### src/rtl/pp_ctrl_pkg.sv
package pp_ctrl_pkg;
  localparam int REG_W    = 32;
  localparam int BIT_EN   = 0;
  localparam int BIT_PIPE = 1;
  localparam int BIT_IDIS = 4;
  localparam int BIT_FLAG = 8;
  localparam int BIT_RDY  = 12;
  localparam int BIT_BERR = 13;

  localparam logic [REG_W-1:0] LIVE_MASK =
    (REG_W'(1) << BIT_EN)   | (REG_W'(1) << BIT_PIPE) |
    (REG_W'(1) << BIT_IDIS) | (REG_W'(1) << BIT_FLAG) |
    (REG_W'(1) << BIT_RDY)  | (REG_W'(1) << BIT_BERR);

  typedef struct packed {
    logic berr;
    logic rdy;
    logic flag;
    logic idis;
    logic pipe;
    logic en;
  } pp_state_t;

  function automatic logic [REG_W-1:0] pp_pack(input pp_state_t s);
    logic [REG_W-1:0] v;
    v = '0;
    v[BIT_EN]   = s.en;
    v[BIT_PIPE] = s.pipe;
    v[BIT_IDIS] = s.idis;
    v[BIT_FLAG] = s.flag;
    v[BIT_RDY]  = s.rdy;
    v[BIT_BERR] = s.berr;
    return v;
  endfunction
endpackage

### src/rtl/pp_cfg_field.sv
module pp_cfg_field #(
  parameter int W = 1
) (
  input  logic         clk,
  input  logic         rst_n,
  input  logic         wr_en,
  input  logic [W-1:0] d,
  output logic [W-1:0] q
);
  always_ff @(posedge clk) begin
    if (!rst_n)     q <= '0;
    else if (wr_en) q <= d;
  end
endmodule

### src/rtl/pp_run_seq.sv
module pp_run_seq (
  input  logic clk,
  input  logic rst_n,
  input  logic set_req,
  input  logic pic_done,
  input  logic bus_err,
  input  logic pipe_q,
  output logic en_q,
  output logic start_q,
  output logic rdy_q
);
  logic launch;

  // a run is launched only from idle and never against a hardware event
  always_comb launch = set_req & ~en_q & ~pic_done & ~bus_err;

  always_ff @(posedge clk) begin
    if (!rst_n) begin
      en_q    <= 1'b0;
      start_q <= 1'b0;
      rdy_q   <= 1'b0;
    end else begin
      start_q <= launch;
      if (pic_done | bus_err) en_q <= 1'b0;
      else if (launch)        en_q <= 1'b1;
      if (pic_done & ~pipe_q)   rdy_q <= 1'b1;
      else if (launch | pipe_q) rdy_q <= 1'b0;
    end
  end
endmodule

### src/rtl/pp_irq_flags.sv
module pp_irq_flags (
  input  logic clk,
  input  logic rst_n,
  input  logic wr_en,
  input  logic flag_wd,
  input  logic berr_wd,
  input  logic pic_done,
  input  logic bus_err,
  input  logic idis_q,
  input  logic dec_irq,
  output logic flag_q,
  output logic berr_q,
  output logic irq
);
  always_ff @(posedge clk) begin
    if (!rst_n) begin
      flag_q <= 1'b0;
      berr_q <= 1'b0;
    end else begin
      if (pic_done | bus_err) flag_q <= 1'b1;
      else if (wr_en)         flag_q <= flag_wd;
      if (bus_err)                 berr_q <= 1'b1;
      else if (wr_en & ~berr_wd)   berr_q <= 1'b0;
    end
  end

  assign irq = (flag_q & ~idis_q) | dec_irq;
endmodule

### src/rtl/pp_ctrl_reg.sv
module pp_ctrl_reg
  import pp_ctrl_pkg::*;
(
  input  logic             clk,
  input  logic             rst_n,
  input  logic             wr_en,
  input  logic [REG_W-1:0] wr_data,
  output logic [REG_W-1:0] rd_data,
  input  logic             pic_done,
  input  logic             bus_err,
  input  logic             dec_irq,
  output logic             start_pulse,
  output logic             pipe_mode,
  output logic             irq
);
  localparam int NCFG = 2;
  localparam int CFG_POS [NCFG] = '{BIT_PIPE, BIT_IDIS};

  logic [NCFG-1:0] cfg_q;
  logic            en_q, rdy_q, flag_q, berr_q;
  logic            wd_en, wd_flag, wd_berr;
  pp_state_t       st;

  assign wd_en   = |(wr_data & (REG_W'(1) << BIT_EN));
  assign wd_flag = |(wr_data & (REG_W'(1) << BIT_FLAG));
  assign wd_berr = |(wr_data & (REG_W'(1) << BIT_BERR));

  for (genvar g = 0; g < NCFG; g++) begin : g_cfg
    pp_cfg_field #(.W(1)) u_field (
      .clk  (clk),
      .rst_n(rst_n),
      .wr_en(wr_en),
      .d    (|(wr_data & (REG_W'(1) << CFG_POS[g]))),
      .q    (cfg_q[g])
    );
  end

  pp_run_seq u_run (
    .clk     (clk),
    .rst_n   (rst_n),
    .set_req (wr_en & wd_en),
    .pic_done(pic_done),
    .bus_err (bus_err),
    .pipe_q  (cfg_q[0]),
    .en_q    (en_q),
    .start_q (start_pulse),
    .rdy_q   (rdy_q)
  );

  pp_irq_flags u_irq (
    .clk     (clk),
    .rst_n   (rst_n),
    .wr_en   (wr_en),
    .flag_wd (wd_flag),
    .berr_wd (wd_berr),
    .pic_done(pic_done),
    .bus_err (bus_err),
    .idis_q  (cfg_q[1]),
    .dec_irq (dec_irq),
    .flag_q  (flag_q),
    .berr_q  (berr_q),
    .irq     (irq)
  );

  always_comb begin
    st.en   = en_q;
    st.pipe = cfg_q[0];
    st.idis = cfg_q[1];
    st.flag = flag_q;
    st.rdy  = rdy_q;
    st.berr = berr_q;
  end

  assign rd_data   = pp_pack(st);
  assign pipe_mode = cfg_q[0];
endmodule

### config.mk
export PLATFORM = sky130hd
export DESIGN_NAME = pp_ctrl_reg
export DESIGN_NICKNAME = d
export VERILOG_FILES = /design/src/rtl/pp_ctrl_pkg.sv /design/src/rtl/pp_cfg_field.sv /design/src/rtl/pp_run_seq.sv /design/src/rtl/pp_irq_flags.sv /design/src/rtl/pp_ctrl_reg.sv
export SDC_FILE = /design/constraint.sdc
export NUM_CORES = 1
export LEC_CHECK = 0
export BUFFER_PORTS_ARGS = -buffer_cell sky130_fd_sc_hd__buf_2
export CELL_PAD_IN_SITES_DETAIL_PLACEMENT = 0
export CELL_PAD_IN_SITES_GLOBAL_PLACEMENT = 1
export CORE_MARGIN = 5
export CORE_UTILIZATION = 18
export CTS_CLUSTER_DIAMETER = 50
export DETAILED_ROUTE_END_ITERATION = 12
export GPL_TIMING_DRIVEN = 0
export PLACE_DENSITY_LB_ADDON = 0.08
export SLEW_MARGIN = 10
export SYNTH_ARGS = -nofsm -noshare
export SYNTH_HDL_FRONTEND = slang
export SYNTH_HIERARCHICAL = 1
export SYNTH_SLANG_ARGS = --single-unit
### constraint.sdc
create_clock -name clk -period 1.4 [get_ports clk]
set_clock_uncertainty 0.2 [all_clocks]
set_input_delay 0 -clock clk [delete_from_list [all_inputs] [get_ports clk]]
set_output_delay 0 -clock clk [all_outputs]
set_load 0.005 [all_outputs]
==> qor.csv <==
stage,metric,value,unit
status,status,finished clean,
setup_path,path_max_fanout,5,
setup_path,critPathLaunchType,input pin,
clocking,cts_resized,0,
sta,finalSetupViolations,0,
power_and_ir_drop,p_seq_frac,0.386,
power_and_ir_drop,p_int,0.4256,mW
grt,gr-usage-all-layers,0.06355,
clocking,numClockSinks,7,
power_and_ir_drop,p_sw,0.1388,mW
layout,antenna_cells,0,
clocking,cts_setup_buffers,0,
clocking,clk_latency,0.25,ns
sta,setup-tns-final,0,ns
grt,grt_start_max_net_pins,8,
logic_synthesis,synthFlopType,dfxtp_1,
setup_path,max_stage_delay,0.53,ns
logic_synthesis,syn_area,521.8,um^2
layout,area_delta_synth_final,65.95,%
sta,post-route-period-util,0.9389,
logic_synthesis,yosysTopAreaCellShare,0.4460,
die,initial_core_util,0.1892,
grt,antenna_found_initial,0,
logic_synthesis,yosysTopAreaCell,buf_4,
clocking,hold_buffers,9,
route,postRouteAntennaNets,0,
setup_path,worstPathArrival,1.28,ns
logic_synthesis,yosysUniqueCellTypes,16,
clocking,cts_tree,built,
route,wl_per_cell,8.110,um
min_path,min_path_type,in -> out,
logic_synthesis,synth-async-reset-ratio,0,
flow_run,cap_violations,0,
die,core_area,2758,um^2
layout,regArea,140.1,um^2
sta,drv_slew,0,
clocking,clk_pin_slew,0.05,ns
placed_design,dpl-instance-area,749.5,um^2
clocking,clk_path_buf_depth,2,
placed_design,port_buffers,19,
clocking,cts-root-buf,clkbuf_4,
sta,hold_violations,0,
power_and_ir_drop,switching_share,0.2460,
layout,multi_input_area,239.0,um^2
clocking,cts_buffers,3,
route,viasPerCell,3.152,
layout,fillerInstances,317,
route,vias,457,
grt,grt_pass1_wl,2180,um
logic_synthesis,avgSynthCellArea,9.154,um^2
setup_path,path_class,in -> reg,
setup_path,slowest_stage,dlygate4sd3_1,
setup_path,crit_required,1.36,ns
die,die_w,63.84,um
route,wl_met2,583,um
logic_synthesis,yosys-top-cells-area,"buf_4 (45%), dfxtp_1 (27%), nor4b_2 (5.8%)",
logic_synthesis,ys_seq_area_frac,0.2686,
logic_synthesis,ys_seq_elements,7,
die,die_area,4076,um^2
logic_synthesis,yosys_warnings,6,
route,first_pass_iters,2,
clocking,htreeDepth,1,
placed_design,hpwlAfterDp,941.2,um
setup_path,worstPathCellList,dlygate4sd3_1 > buf_2 > and2_1 > nor4b_2 > nor4b_2,
grt,globalRouteOverflowTotal,0,
logic_synthesis,synth-edff-count,0,
placed_design,gp_congestion,0.6304,
die,die_h,63.84,um
power_and_ir_drop,peakVddDrop,356.3,uV
power_and_ir_drop,leakage,0.5119,nW
route,drt_iter0_markers,11,
route,drcViolationCount,0,
placed_design,post-place-ws,0.2586,ns
route,met1Wirelength,456,um
layout,nNetsFinal,153,
die,boundaryPins,73,
power_and_ir_drop,pwr-share-comb,0.290,
setup_path,r2r_slack,0.27,ns
power_and_ir_drop,power_per_cell_area,651.9,nW/um^2
route,top_layer_used,met3,
layout,layout-drive-gt1-share,0.4825,
sta,min_period,1.314,ns
die,row_count,19,
power_and_ir_drop,p_clk_frac,0.324,
sta,rsz0062_at_grt,false,
route,drt-total-wl,1176,um
sta,fmax,760.8,MHz
setup_path,crit_top_cell,nor4b_2,
route,dr_wl_met3,137,um
layout,final_cell_area,865.8,um^2
grt,grt_pass1_vias,496,
sta,layout_setup_ws,0.08561,ns
setup_path,endpoint_kind,flip-flop,
logic_synthesis,syn-instance-count,57,
[critical path, delay by kind of cell]
kind                   cells  cell delay [ns]
and+or+nand+nor            3             0.58
buffers and inverters      2             0.69
[cell type report]
class | instances | area share
sequential | 7 | 0.1618
buffer | 31 | 0.2688
clock buffer | 4 | 0.03035
timing repair buffer | 28 | 0.2139
multi-input combinational | 43 | 0.2760
tap | 31 | 0.04480
inverter | 1 | 0.004335
[final timing paths]
| kind | from | end | cells after the start |
|---|---|---|---|
| max | wr_en | u_run/rdy_q | 5 |
| min | dec_irq | irq | 3 |
| max reg2reg | u_irq/flag_q | u_irq/flag_q | 2 |
| min reg2reg | g_cfg[0].u_field/q | u_run/rdy_q | 1 |
[layer usage]
layer / track usage / vias to the layer above
met2: 0.1030 / 27
li1: - / 242
met1: 0.07765 / 188
met3: 0.01051 / 0
met5: 0 / -
met4: 0.03896 / 0
[cells by family (layout without fill, tap and decap cells)]
family                 Yosys count  count (layout)  share of synthesized area
AND/OR/NAND/NOR                 10              10                     0.1511
buffers and inverters           32              64                     0.4532
multiplexers                     3               3                    0.05995
flip-flops                       7               7                     0.2686
other                            1              26                   0.007187
AO/OA/AOI/OAI                    4               4                    0.05995
[sequential cells by signal, summed over array words and instances (netlist names)]
signal           count
g_cfg.u_field/q      2
u_irq/berr_q         1
u_irq/flag_q         1
u_run/en_q           1
u_run/rdy_q          1
u_run/start_q        1
[cell usage in the layout, fill, tap and decap left out]
master	n
a21o_1	1
a21oi_1	1
and2_1	1
and4b_1	1
buf_2	19
buf_4	31
clkbuf_1	1
clkbuf_4	3
conb_1	26
dfxtp_1	7
dlygate4sd3_1	9
inv_1	1
mux2_1	1
mux2i_1	2
nand2b_1	1
nor2_1	2
nor2b_1	3
nor4b_2	2
o211a_1	1
o31a_1	1
[cells in the mapped netlist (all sizes together), types with 2 or more instances]
library cell  count
nor2              2
nor4b             2
buf              31
dfxtp             7
nor2b             3
mux2i             2
[stage by stage]
| stage | utilization | power, mW | hold slack, ns | cells |
|---|---|---|---|---|
| after floorplan | - | 0.3253 | -0.1272 | 82 |
| after detailed placement | 0.2718 | 0.3645 | 0.04309 | 132 |
| after global routing | 0.3140 | 0.6098 | 0.07711 | 145 |
| after CTS | 0.3140 | 0.5767 | 0.04756 | 145 |
| final | 0.3140 | 0.5644 | 0.04289 | 145 |
| after global placement | 0.2718 | 0.3640 | 0.04506 | 132 |
[power by group through the flow]
stage	Sequential, mW	Clock, mW	Combinational [mW]
floorplan	0.221	0	0.104
global placement	0.222	0	0.142
detailed placement	0.222	0	0.142
CTS	0.218	0.197	0.162
global route	0.220	0.203	0.187
finish	0.218	0.183	0.164
No activity file was read; power rests on OpenSTA's default activity.
